### src/rtl/tva_pkg.sv
package tva_pkg;

  typedef enum logic [1:0] {
    FMT_8B   = 2'd0,
    FMT_16B  = 2'd1,
    FMT_32B  = 2'd2,
    FMT_PAGE = 2'd3
  } tva_fmt_e;

  typedef struct packed {
    logic [7:0] xs;
    logic [7:0] ys;
    logic [2:0] bpp;
  } tva_geom_t;

  // Unused low coordinate bits and byte size for each format
  function automatic tva_geom_t tva_geom_of(input tva_fmt_e f,
                                            input logic [7:0] slot_wb,
                                            input logic [7:0] slot_hb);
    tva_geom_t g;
    case (f)
      FMT_8B:   g = '{xs: 8'd0, ys: 8'd0, bpp: 3'd1};
      FMT_16B:  g = '{xs: 8'd0, ys: 8'd1, bpp: 3'd2};
      FMT_32B:  g = '{xs: 8'd1, ys: 8'd1, bpp: 3'd4};
      default:  g = '{xs: slot_wb, ys: slot_hb, bpp: 3'd1};
    endcase
    return g;
  endfunction

endpackage

### src/rtl/tva_geom.sv
module tva_geom
  import tva_pkg::*;
#(
  parameter int CW_BITS = 14,
  parameter int SW_BITS = 6,
  parameter int SH_BITS = 6,
  parameter int SHW     = 5,
  parameter int SLW     = 7,
  parameter int STW     = 21
) (
  input  logic [1:0]     fmt,
  output logic [SHW-1:0] xs,
  output logic [SHW-1:0] ys,
  output logic [SLW-1:0] slot_w,
  output logic [SLW-1:0] slot_h,
  output logic [2:0]     bpp,
  output logic [STW-1:0] stride
);
  tva_geom_t g;

  always_comb begin
    g      = tva_geom_of(tva_fmt_e'(fmt), 8'(SW_BITS), 8'(SH_BITS));
    xs     = g.xs[SHW-1:0];
    ys     = g.ys[SHW-1:0];
    bpp    = g.bpp;
    slot_w = SLW'(1) << (SHW'(SW_BITS) - xs);
    slot_h = SLW'(1) << (SHW'(SH_BITS) - ys);
    stride = STW'(1) << (SHW'(CW_BITS) + ys);
  end
endmodule

### src/rtl/tva_pack.sv
module tva_pack #(
  parameter int CW_BITS = 14,
  parameter int CH_BITS = 13,
  parameter int COORD_W = 16,
  parameter int SHW     = 5,
  parameter int OFF_W   = 27
) (
  input  logic [COORD_W-1:0] x,
  input  logic [COORD_W-1:0] y,
  input  logic [2:0]         orient,
  input  logic [SHW-1:0]     xs,
  input  logic [SHW-1:0]     ys,
  output logic [OFF_W-1:0]   offset,
  output logic               err
);
  localparam int BASE_W = (COORD_W > CW_BITS + CH_BITS) ? COORD_W : CW_BITS + CH_BITS;
  localparam int WW     = BASE_W + 1;

  logic [SHW-1:0] xb, yb;
  logic [WW-1:0]  xw, yw, xmask, ymask, xm, ym, packed_v, shifted;

  always_comb begin
    xb      = SHW'(CW_BITS) - xs;
    yb      = SHW'(CH_BITS) - ys;
    xmask   = (WW'(1) << xb) - WW'(1);
    ymask   = (WW'(1) << yb) - WW'(1);
    xw      = WW'(x);
    yw      = WW'(y);
    err     = (xw > xmask) || (yw > ymask);
    xm      = orient[0] ? (xmask - xw) : xw;
    ym      = orient[1] ? (ymask - yw) : yw;
    packed_v = orient[2] ? ((xm << yb) + ym) : ((ym << xb) + xm);
    shifted = packed_v << (xs + ys);
    offset  = shifted[OFF_W-1:0];
  end
endmodule

### src/rtl/tva_addr_gen.sv
module tva_addr_gen #(
  parameter int CW_BITS = 14,
  parameter int CH_BITS = 13,
  parameter int SW_BITS = 6,
  parameter int SH_BITS = 6,
  parameter int COORD_W = 16
) (
  input  logic                         clk,
  input  logic                         rst,
  input  logic                         in_valid,
  input  logic [1:0]                   in_fmt,
  input  logic [2:0]                   in_orient,
  input  logic [COORD_W-1:0]           in_x,
  input  logic [COORD_W-1:0]           in_y,
  output logic                         out_valid,
  output logic [CW_BITS+CH_BITS+4:0]   out_addr,
  output logic                         out_err,
  output logic [((SW_BITS>SH_BITS)?SW_BITS:SH_BITS):0] out_slot_w,
  output logic [((SW_BITS>SH_BITS)?SW_BITS:SH_BITS):0] out_slot_h,
  output logic [2:0]                   out_bpp,
  output logic [CW_BITS+SH_BITS:0]     out_stride
);
  localparam int OFF_W  = CW_BITS + CH_BITS;
  localparam int ADDR_W = OFF_W + 5;
  localparam int SHW    = $clog2(CW_BITS + CH_BITS + 1);
  localparam int SLW    = ((SW_BITS > SH_BITS) ? SW_BITS : SH_BITS) + 1;
  localparam int STW    = CW_BITS + SH_BITS + 1;

  logic [SHW-1:0]   xs, ys;
  logic [SLW-1:0]   slot_w_c, slot_h_c;
  logic [2:0]       bpp_c;
  logic [STW-1:0]   stride_c;
  logic [OFF_W-1:0] offset_c;
  logic             err_c;
  logic [ADDR_W-1:0] addr_c;

  tva_geom #(
    .CW_BITS(CW_BITS), .SW_BITS(SW_BITS), .SH_BITS(SH_BITS),
    .SHW(SHW), .SLW(SLW), .STW(STW)
  ) u_geom (
    .fmt(in_fmt), .xs(xs), .ys(ys),
    .slot_w(slot_w_c), .slot_h(slot_h_c), .bpp(bpp_c), .stride(stride_c)
  );

  tva_pack #(
    .CW_BITS(CW_BITS), .CH_BITS(CH_BITS), .COORD_W(COORD_W),
    .SHW(SHW), .OFF_W(OFF_W)
  ) u_pack (
    .x(in_x), .y(in_y), .orient(in_orient), .xs(xs), .ys(ys),
    .offset(offset_c), .err(err_c)
  );

  assign addr_c = err_c ? '0 : {in_fmt, in_orient, offset_c};

  always_ff @(posedge clk) begin
    if (rst) begin
      out_valid  <= 1'b0;
      out_addr   <= '0;
      out_err    <= 1'b0;
      out_slot_w <= '0;
      out_slot_h <= '0;
      out_bpp    <= '0;
      out_stride <= '0;
    end else begin
      out_valid <= in_valid;
      if (in_valid) begin
        out_addr   <= addr_c;
        out_err    <= err_c;
        out_slot_w <= slot_w_c;
        out_slot_h <= slot_h_c;
        out_bpp    <= bpp_c;
        out_stride <= stride_c;
      end
    end
  end
endmodule

### config.mk
export PLATFORM = sky130hd
export DESIGN_NAME = tva_addr_gen
export DESIGN_NICKNAME = d
export VERILOG_FILES = /design/src/rtl/tva_pkg.sv /design/src/rtl/tva_geom.sv /design/src/rtl/tva_pack.sv /design/src/rtl/tva_addr_gen.sv
export SDC_FILE = /design/constraint.sdc
export NUM_CORES = 1
export LEC_CHECK = 0
export BUFFER_PORTS_ARGS = -buffer_cell sky130_fd_sc_hd__buf_4
export CAP_MARGIN = 20
export CORE_MARGIN = 4
export CORE_UTILIZATION = 44
export DETAILED_ROUTE_END_ITERATION = 10
export HOLD_SLACK_MARGIN = 0.1
export MAX_ROUTING_LAYER = met4
export PLACE_DENSITY = 0.7
export SETUP_SLACK_MARGIN = 0.3
export SYNTH_ARGS = -nofsm -noshare
export SYNTH_HDL_FRONTEND = slang
export SYNTH_HIERARCHICAL = 1
export SYNTH_SLANG_ARGS = --single-unit
### constraint.sdc
create_clock -name clk -period 11.9 [get_ports clk]
set_input_delay 0.595 -clock clk [delete_from_list [all_inputs] [get_ports clk]]
set_output_delay 0.595 -clock clk [all_outputs]
set_load 0.01 [all_outputs]
==> results of run 1 <==
through the flow:
step / instances / hold slack, ps / total power, W / instance area (um2)
floorplan: 2213 / 489 / 0.00125 / 15400
global route: 2640 / 491 / 0.00206 / 16500
detailed placement: 2620 / 460 / 0.00162 / 16100
global placement: 2619 / 458 / 0.00161 / 16100
finish: 2640 / 466 / 0.00194 / 16500
CTS: 2636 / 469 / 0.00188 / 16400
layout make-up:
class	instances	area, um2	area share, %
clock buffer	9	225	1.37
clock inverter	7	61.3	0.372
inverter	103	387	2.35
multi-input combinational	1855	12700	76.9
sequential	72	1440	8.76
tap	448	561	3.41
timing repair buffer	146	1130	6.85
power breakdown:
part           internal (W)  leakage [nW]  switching, W  total, W
registers          0.000259         0.589     0.0000105  0.000270
logic              0.000521          6.30      0.000884   0.00141
clock network      0.000145         0.135      0.000117  0.000262
Yosys cell counts, types with 12 or more instances:
| master | number |
|---|---|
| nand3b_1 | 39 |
| xor2_1 | 26 |
| nand4_1 | 14 |
| nor3_1 | 48 |
| o21ai_0 | 129 |
| nor2b_1 | 19 |
| a31oi_1 | 31 |
| buf_2 | 17 |
| buf_4 | 39 |
| nor2_1 | 255 |
| nand2b_1 | 57 |
| nand3_1 | 57 |
| and2_1 | 30 |
| buf_1 | 15 |
| a21o_1 | 35 |
| a211oi_1 | 45 |
| nand2_1 | 161 |
| o22ai_1 | 21 |
| mux2_2 | 28 |
| o211ai_1 | 36 |
| mux2i_1 | 122 |
| a21oi_1 | 189 |
| o21a_1 | 31 |
| clkbuf_1 | 108 |
| dfxtp_1 | 72 |
| or3_1 | 16 |
| and3_1 | 18 |
| xnor2_1 | 49 |
| o21bai_1 | 12 |
| mux4_2 | 14 |
| inv_1 | 101 |
| o2111ai_1 | 13 |
| nor4_1 | 14 |
| ha_1 | 107 |
per-layer routing:
metal  up-vias  track usage (%)  share of wire [%]
li1       8001                -                  -
met1      7894             41.1                 43
met2       882             44.6                 43
met3       138             5.52                9.2
met4         0             9.22                4.0
met5         -                -                  0
cells by family (layout without fill, tap and decap cells):
kind of cell / Yosys count / after routing / share of synthesized area [%]
buffers and inverters: 286 / 265 / 8.32
multiplexers: 164 / 164 / 12.1
XOR/XNOR: 79 / 79 / 4.84
adder cells (fa/ha/maj): 112 / 112 / 9.42
flip-flops: 72 / 72 / 9.44
AND/OR/NAND/NOR: 781 / 781 / 25.4
other: 1 / 22 / 0.0246
AO/OA/AOI/OAI: 697 / 697 / 30.4
registers in the layout, indices dropped and copies added (netlist names):
register / flops
out_addr: 32
out_stride: 21
out_slot_h: 7
out_slot_w: 7
out_bpp: 3
out_err: 1
out_valid: 1
path summary, 6_finish.rpt:
kind / to / slack [ps] / depth (start not counted)
worst max register to register: out_stride[13] / 11230 / 2
worst min-delay path: out_addr[16] / 470 / 2
worst max-delay path: out_addr[25] / 1160 / 39
worst min register to register: out_addr[16] / 470 / 2
worst min-delay path, delay by kind of cell, from the launching register on:
kind / cells / cell delay [ps]
simple gates: 1 / 60
compound gates: 1 / 50
flops: 1 / 310
==> summary.md, run 1 <==
| Metric | Value |
|---|---|
| Clock Skews | 0 ps |
| Routability Congestion | ~1.0 |
| F_max | 93.1 MHz |
| Final antenna-violating net count | 0 |
| Commonest non-fill, non-tap cell in the layout | nor2_1 |
| Vias in the first global route | about 15000 |
| Cell mode on critical path | ha_1 |
| Drt total wl | between 50000 and 60000 um |
| Crit path DAT | between 10000 and 15000 ps |
| Total track usage | 29.9% |
| Cell Rows | 67 |
| Number of I/O pins | 112 |
| Grt ovf | 0 |
| Num CTS Buffers | 9 |
| Die Wd | about 190 um |
| H-Tree Depth | 3 |
| Worst endpoint required time | about 12000 ps |
| Crit end category | register |
| CTS max path bufs | 2 |
| Final Hold Vio Count | 0 |
| Fin crit share | about nine tenths |
| Unrepaired setup endpoints after global routing | false |
| Worst Setup SP | in_fmt[1] |
| Hold_buf cts | 0 |
| Setup TNS | 0 ps |
| Die H | about 200 um |
| Root cell of the clock tree | clkbuf_16 |
| Initial Util | 45.1% |
| #FFs+latches synth | ~70 |
| Worst VDD drop | 0.0661 mV |
| Most used DFF post-synth | dfxtp_1 |
| First-pass GRT wire length | slightly below 90000 um |
| DRC errors left | 0 |
| Reg-to-Reg Start | out_stride[13] |
| Clock latency on the worst-skew pair | 340 ps |
| Number of flops mapped to enable cells by yosys | 0 |
| Core Area | about 34000 um2 |
| Power Density | around 120 nW/um2 |
| Drt initial violations | 2024 |
| Filler instances | about 3500 |
| Clk sinks | 72 |
| Setup WS post-layout | roughly 1200 ps |
| Final net count | 2339 |
| Setup Viol. Count Final | 0 |
| Antenna diodes | 0 |
| CTS tree | built |
| Status | finished clean |
| Initial antenna violation count | 0 |
| Largest cells by area after synthesis | dfxtp_1, ha_1, mux2i_1 |
| Reg clk slew, reported paths | about 60 ps |
| Yosys warns | 6 |
| Async set or reset register ratio after synthesis | 0% |
| CP Launch Type | primary input |
| Synthesized area | around 15000 um2 |
| Bufs and invs on worst path | 2 |
| Yosys top cell by area | dfxtp_1 |
| Via count | between 15000 and 20000 |
| Sequential area share after synthesis | about a tenth |
| Pins Over Slew Limit | 0 |
| Max-cap violations | 0 |
| Most frequent cells in the layout | nor2_1, a21oi_1, nand2_1, buf_4, o21ai_0 |
| Pleak | roughly 7 nW |
| Place WS | around 1000 ps |
| Max incr delay on CP | a little over 700 ps |
| I/O Buffers | roughly 110 |
| Worst slew pin tran | around 1100 ps |
| WS Path Type | primary input to register |
| Largest net degree at the start of global routing | about 110 |
| Post-layout min period | between 10000 and 15000 ps |
| DPL Wire Length | between 40000 and 50000 um |
| Crit-path max FO | between 40 and 50 |
| Die area | roughly 38000 um2 |
| Drt wl/cell | approximately 22 um |
| Slew margin rel. | between 20% and 30% |
| Synth Instances | ~2200 |
| Final Util | between 40% and 50% |
| Slowest CP cell | o21ai_1 |
| Postcts setup bufs | 0 |
| Yosys cell types | between 100 and 150 |
| # resized after CTS | 0 |
| Cell family with most CP delay | simple AND/OR/NAND/NOR gates |
| Via-to-Cell Ratio | between 6 and 7 |
| 1st-pass router iterations | 6 |
| Hold Path Class | register to register |
| Layout area overhead | 7.77% |
| Avg Cell Area, Syn | around 7.0 um2 |
| Post-synth top area share | a little under a tenth |
| Share of cells above drive strength 1 | a little under an eighth |
| Hold Startpoint | out_addr[16] |
Note: power is estimated with default switching activity, not from simulation.
==> inputs of run 2 (changes only) <==
==> constraint.sdc (replaced) <==
create_clock -name clk -period 10.4 [get_ports clk]
set_input_delay 0.52 -clock clk [delete_from_list [all_inputs] [get_ports clk]]
set_output_delay 0.52 -clock clk [all_outputs]
set_load 0.01 [all_outputs]
==> run 2 against run 1 <==
Effect of this change: final area grew 0.51%; flip-flop and latch count is the same; global-route usage is 0.29 points lower; sequential share of layout area about the same; final cell count rose by 0.19%; clock power up 23%; clock skew unchanged; die area did not move; non-clock buffer count increased by 5; largest cell class unchanged; largest power group unchanged; highest routed layer unchanged.
==> summary.md, run 2 (synthesis results as in run 1) <==
| Metric | Value |
|---|---|
| Via count | between 15000 and 20000 |
| Root cell of the clock tree | clkbuf_16 |
| Hold Startpoint | out_addr[5] |
| Drt total wl | 57800 um |
| Commonest non-fill, non-tap cell in the layout | nor2_1 |
| Sw Share | around half |
| Initial Util | a little under half |
| Total track usage | 29.6% |
| Reg clk slew, reported paths | 60 ps |
| DPL Wire Length | 45900 um |
| DP Area | about 16000 um2 |
| Cell mode on critical path | ha_1 |
| Crit end category | register |
| Reg-to-Reg Start | out_stride[10] |
| Slew margin rel. | ~25% |
| Final Util | about half |
| Die area | approximately 38000 um2 |
| Share of cells above drive strength 1 | between 10% and 20% |
| Final antenna-violating net count | 0 |
| Unrepaired setup endpoints after global routing | true |
| Layout area overhead | 8.32% |
| Drt wl/cell | 21.9 um |
| WS Path Type | primary input to register |
| Die Wd | just under 200 um |
| Hold Path End | out_addr[5] |
| Worst VDD drop | 0.0918 mV |
| Clk sinks | roughly 70 |
| Top Registers | out_addr: 32 flops, out_stride: 21 flops |
| Combinational Power Share | a little over 70% |
| Number of I/O pins | 112 |
| CP Launch Type | primary input |
| Placed Cells | approximately 2600 |
| Switch Pwr | 0.00113 W |
| Worst R2R End | out_stride[10] |
| Reg2reg setup slack | a little under 10000 ps |
| Clock share of power | about 14% |
| DRC errors left | 0 |
| Setup TNS | 0 ps |
| F_max | approximately 100 MHz |
| Hold depth | 2 |
| Fin crit share | between 90 and 100% |
| Crit path DAT | 9740 ps |
| Design Power | between 0.002 and 0.0025 W |
| Final net count | 2344 |
| Hold Path Class | register to register |
| Int Power | roughly 0.0011 W |
| Design area | 16500 um2 |
| Clock latency on the worst-skew pair | roughly 330 ps |
| H-Tree Depth | 3 |
| FF-to-FF path depth | 2 |
| Most frequent cells in the layout | nor2_1, a21oi_1, nand2_1, buf_4, o21ai_0 |
| Pins Over Slew Limit | 0 |
| First-pass GRT wire length | 89000 um |
| Worst endpoint required time | between 10000 and 15000 ps |
| Seq pwr share | around 14% |
| Max incr delay on CP | roughly 450 ps |
| Initial antenna violation count | 0 |
| Crit-path max FO | 11 |
| Max reg flops | 32 |
| CTS tree | built |
| Status | finished clean |
| Vias in the first global route | ~15000 |
| Routability Congestion | 1.06 |
| Clock Skews | 0 ps |
| 1st-pass router iterations | 7 |
| Power Density | around 130 nW/um2 |
| Grt ovf | 0 |
| Setup Viol. Count Final | 0 |
| Post-layout min period | ~9600 ps |
| Finished Layout Cells | 2645 |
| Worst Setup SP | in_fmt[0] |
| Die H | just under 200 um |
| Max-cap violations | 0 |
| Pleak | roughly 7.1 nW |
| Largest Register | out_addr |
| Final Hold Vio Count | 0 |
| Worst slew pin tran | about 1100 ps |
| Num CTS Buffers | 9 |
| CTS max path bufs | 2 |
| Core Area | 33900 um2 |
| Antenna diodes | 0 |
| Slowest CP cell | xnor3_1 |
| Via-to-Cell Ratio | around 6.4 |
| I/O Buffers | around 110 |
| Cell Rows | 67 |
| Drt initial violations | roughly 1800 |
| Largest net degree at the start of global routing | ~110 |
run 2: cell types whose count changed in the layout (fill, tap and decap cells not counted), sizes merged:
cell	change
inv	-3
bufinv	+1
clkbuf	+1
buf	+6
run 2: cell type report:
cell class | instances | area, um2
well taps | 448 | 561
clock buffers | 11 | 253
fillers | 3456 | 17300
repair buffers | 151 | 1160
clock inverters | 5 | 62.6
multi-input cells | 1855 | 12700
inverters | 103 | 387
flip-flops and latches | 72 | 1440
run 2: power by group through the flow:
stage	Combinational [W]	Clock (W)	Sequential, W
after floorplan	0.00110	0	0.000322
after global placement	0.00152	0	0.000314
after detailed placement	0.00152	0	0.000314
after CTS	0.00153	0.000329	0.000309
after global routing	0.00171	0.000340	0.000311
final	0.00159	0.000322	0.000308
run 2: how the worst max path moves through the flow:
stage,slack [ps],to
floorplan,950,out_addr[26]
global placement,700,out_addr[25]
detailed placement,600,out_addr[26]
CTS,910,out_addr[26]
global route,280,out_addr[26]
finish,850,out_addr[26]
run 2: per-layer routing:
layer / wire length (um) / part of all wire [%] / GRT usage (%)
met1: 25500 / 44 / 41.2
met4: 1560 / 2.7 / 6.22
met2: 25800 / 45 / 45.6
met3: 5000 / 8.7 / 4.57
met5: 0 / 0 / -
run 2: repair_timing:
action | CTS | global route
hold buffers | 0 | 0
setup buffers | 0 | 0
resized for setup | 0 | 5
setup endpoints to repair | 0 | 5
run 2: critical path: cells and delay by family:
family          cells  cell delay (ps)
compound gates     19             3710
xor+xnor            2              570
fa+ha+maj           4             1420
buf+inv             3              510
mux                 2              530
simple gates       12             2480
run 2: through the flow:
step / worst slack [ps] / hold slack [ps]
floorplan: 945 / 489
global placement: 695 / 458
detailed placement: 599 / 462
CTS: 906 / 472
global route: 279 / 490
finish: 848 / 471
==> inputs of run 3 (changes only) <==
--- a/config.mk
+++ b/config.mk
@@ -12,7 +12,7 @@
 export DETAILED_ROUTE_END_ITERATION = 10
 export HOLD_SLACK_MARGIN = 0.1
 export MAX_ROUTING_LAYER = met4
-export PLACE_DENSITY = 0.7
+export PLACE_DENSITY = 0.59
 export SETUP_SLACK_MARGIN = 0.3
 export SYNTH_ARGS = -nofsm -noshare
 export SYNTH_HDL_FRONTEND = slang
==> run 3 against run 2 <==
Effect of this change: sequential power about the same; final cell count up 0.15%; flip-flop and latch count unchanged; worst setup slack worse by 110 ps; final area about the same; via count about the same; first-iteration DRC count down 19%; register-to-register slack about the same; sequential share of layout area about the same; core utilization about the same; non-clock buffer count up 4; clock power about the same; largest cell class unchanged; largest power group unchanged.
==> summary.md, run 3 (synthesis results as in run 1) <==
| Metric | Value |
|---|---|
| Status | finished clean |
| Root cell of the clock tree | clkbuf_16 |
| Unrepaired setup endpoints after global routing | false |
| Final Hold Vio Count | 0 |
| Fin crit share | between 90% and 100% |
| Total track usage | a little under a third |
| Hold depth | 2 |
| Power Density | between 100 and 150 nW/um2 |
| Die area | roughly 38000 um2 |
| Post-layout min period | between 9000 and 10000 ps |
| Worst VDD drop | approximately 0.093 mV |
| CTS tree | built |
| Slowest CP cell | buf_4 |
| Initial antenna violation count | 0 |
| Pins Over Slew Limit | 0 |
| Reg2reg setup slack | between 9000 and 10000 ps |
| Via-to-Cell Ratio | 6.34 |
| Slew margin rel. | 28.7% |
| Reg clk slew, reported paths | around 60 ps |
| Initial Util | between 40% and 50% |
| Worst endpoint required time | approximately 11000 ps |
| Hold Startpoint | out_addr[29] |
| Most frequent cells in the layout | nor2_1, a21oi_1, nand2_1, buf_4, o21ai_0 |
| Clock Skews | 0 ps |
| Crit-path max FO | between 40 and 50 |
| Crit path DAT | just under 10000 ps |
| Bufs and invs on worst path | 2 |
| Grt ovf | 0 |
| Hold Path Class | register to register |
| Layout area overhead | 8.36% |
| Die H | slightly below 200 um |
| Setup Viol. Count Final | 0 |
| Number of I/O pins | ~110 |
| Cell Rows | between 60 and 70 |
| Final antenna-violating net count | 0 |
| Cell family with most CP delay | compound AO/OA/AOI/OAI gates |
| Hold Slack | 468 ps |
| Worst R2R End | out_slot_h[2] |
| Max incr delay on CP | 610 ps |
| DRC errors left | 0 |
| WS Path Type | primary input to register |
| Commonest non-fill, non-tap cell in the layout | nor2_1 |
| Top Registers | out_addr: 32 flops, out_stride: 21 flops |
| M1 wire length | approximately 28000 um |
| Clk sinks | roughly 70 |
| Drt total wl | 59800 um |
| CTS max path bufs | 2 |
| Clock latency on the worst-skew pair | 330 ps |
| Setup TNS | 0 ps |
| Routability Congestion | roughly 1 |
| Vias in the first global route | between 15000 and 20000 |
| CP Launch Type | primary input |
| Crit end category | register |
| Via count | 16800 |
| I/O Buffers | around 110 |
| Max-cap violations | 0 |
| Core Area | 33900 um2 |
| Postcts setup bufs | 0 |
| Met3 Wirelength | about 4400 um |
| Largest net degree at the start of global routing | 73 |
| Share of cells above drive strength 1 | between 10% and 20% |
| Largest Register | out_addr |
| F_max | just over 100 MHz |
| Drt initial violations | ~1500 |
| Hold Path End | out_addr[29] |
| Pleak | approximately 7 nW |
| First-pass GRT wire length | slightly above 90000 um |
| DPL Wire Length | ~48000 um |
| Max reg flops | 32 |
| FF-to-FF path depth | 2 |
| Worst slew pin tran | approximately 1100 ps |
| Final net count | 2348 |
| 1st-pass router iterations | 8 |
| Top layer used by detailed routing | met4 |
| H-Tree Depth | 3 |
| Met2 routed WL | approximately 27000 um |
| Antenna diodes | 0 |
| Drt wl/cell | between 20 and 25 um |
| Reg-to-Reg Start | out_slot_h[2] |
| Die Wd | 194 um |
| Num CTS Buffers | 9 |
[run 3: worst max-delay path by stage]
stage                         start           end  cells past startpoint
after CTS                 in_fmt[0]  out_addr[26]                     42
after global routing      in_fmt[1]  out_addr[26]                     38
after detailed placement  in_fmt[0]  out_addr[26]                     42
after floorplan           in_fmt[0]  out_addr[26]                     47
after global placement    in_fmt[1]  out_addr[25]                     39
final                     in_fmt[1]  out_addr[25]                     38
[run 3: worst reg2reg max path, stage by stage, from the launching register on]
cell and delay (ps):
dfxtp_1 330, mux2i_1 140, nor2_1 60
[run 3: what timing repair did]
item | CTS | global route
gates resized for setup | 0 | 7
endpoints found under the setup margin | 0 | 11
hold buffers | 0 | 0
[run 3: stage by stage]
| step | utilization (%) | std cells | worst slack (ps) | total power [W] | cell area [um2] |
|---|---|---|---|---|---|
| floorplan | - | 2213 | 945 | 0.00143 | 15400 |
| global placement | 47.8 | 2630 | 404 | 0.00186 | 16200 |
| detailed placement | 47.8 | 2631 | 344 | 0.00186 | 16200 |
| CTS | 48.7 | 2647 | 701 | 0.00219 | 16500 |
| global route | 48.9 | 2649 | 331 | 0.00239 | 16600 |
| finish | 48.9 | 2649 | 739 | 0.00223 | 16600 |
[run 3: layout make-up]
cell class                      count  area, um2
Tap cell                          448        561
Sequential cell                    72       1440
Clock inverter                      5       65.1
Inverter                          103        387
Clock buffer                       11        243
Multi-Input combinational cell   1855      12700
Timing Repair Buffer              155       1170
Fill cell                        3553      17300
[run 3: power by group]
part	leakage (nW)	internal (W)	switching, W
sequential	0.589	0.000297	0.0000119
combinational	6.33	0.000599	0.00101
clock	0.150	0.000194	0.000124
total	7.07	0.00109	0.00114
[run 3: metal layers]
metal	up-vias	track usage [%]
met5	-	-
met4	0	4.97
met3	60	4.24
met2	645	48.0
met1	8059	43.6
li1	8023	-
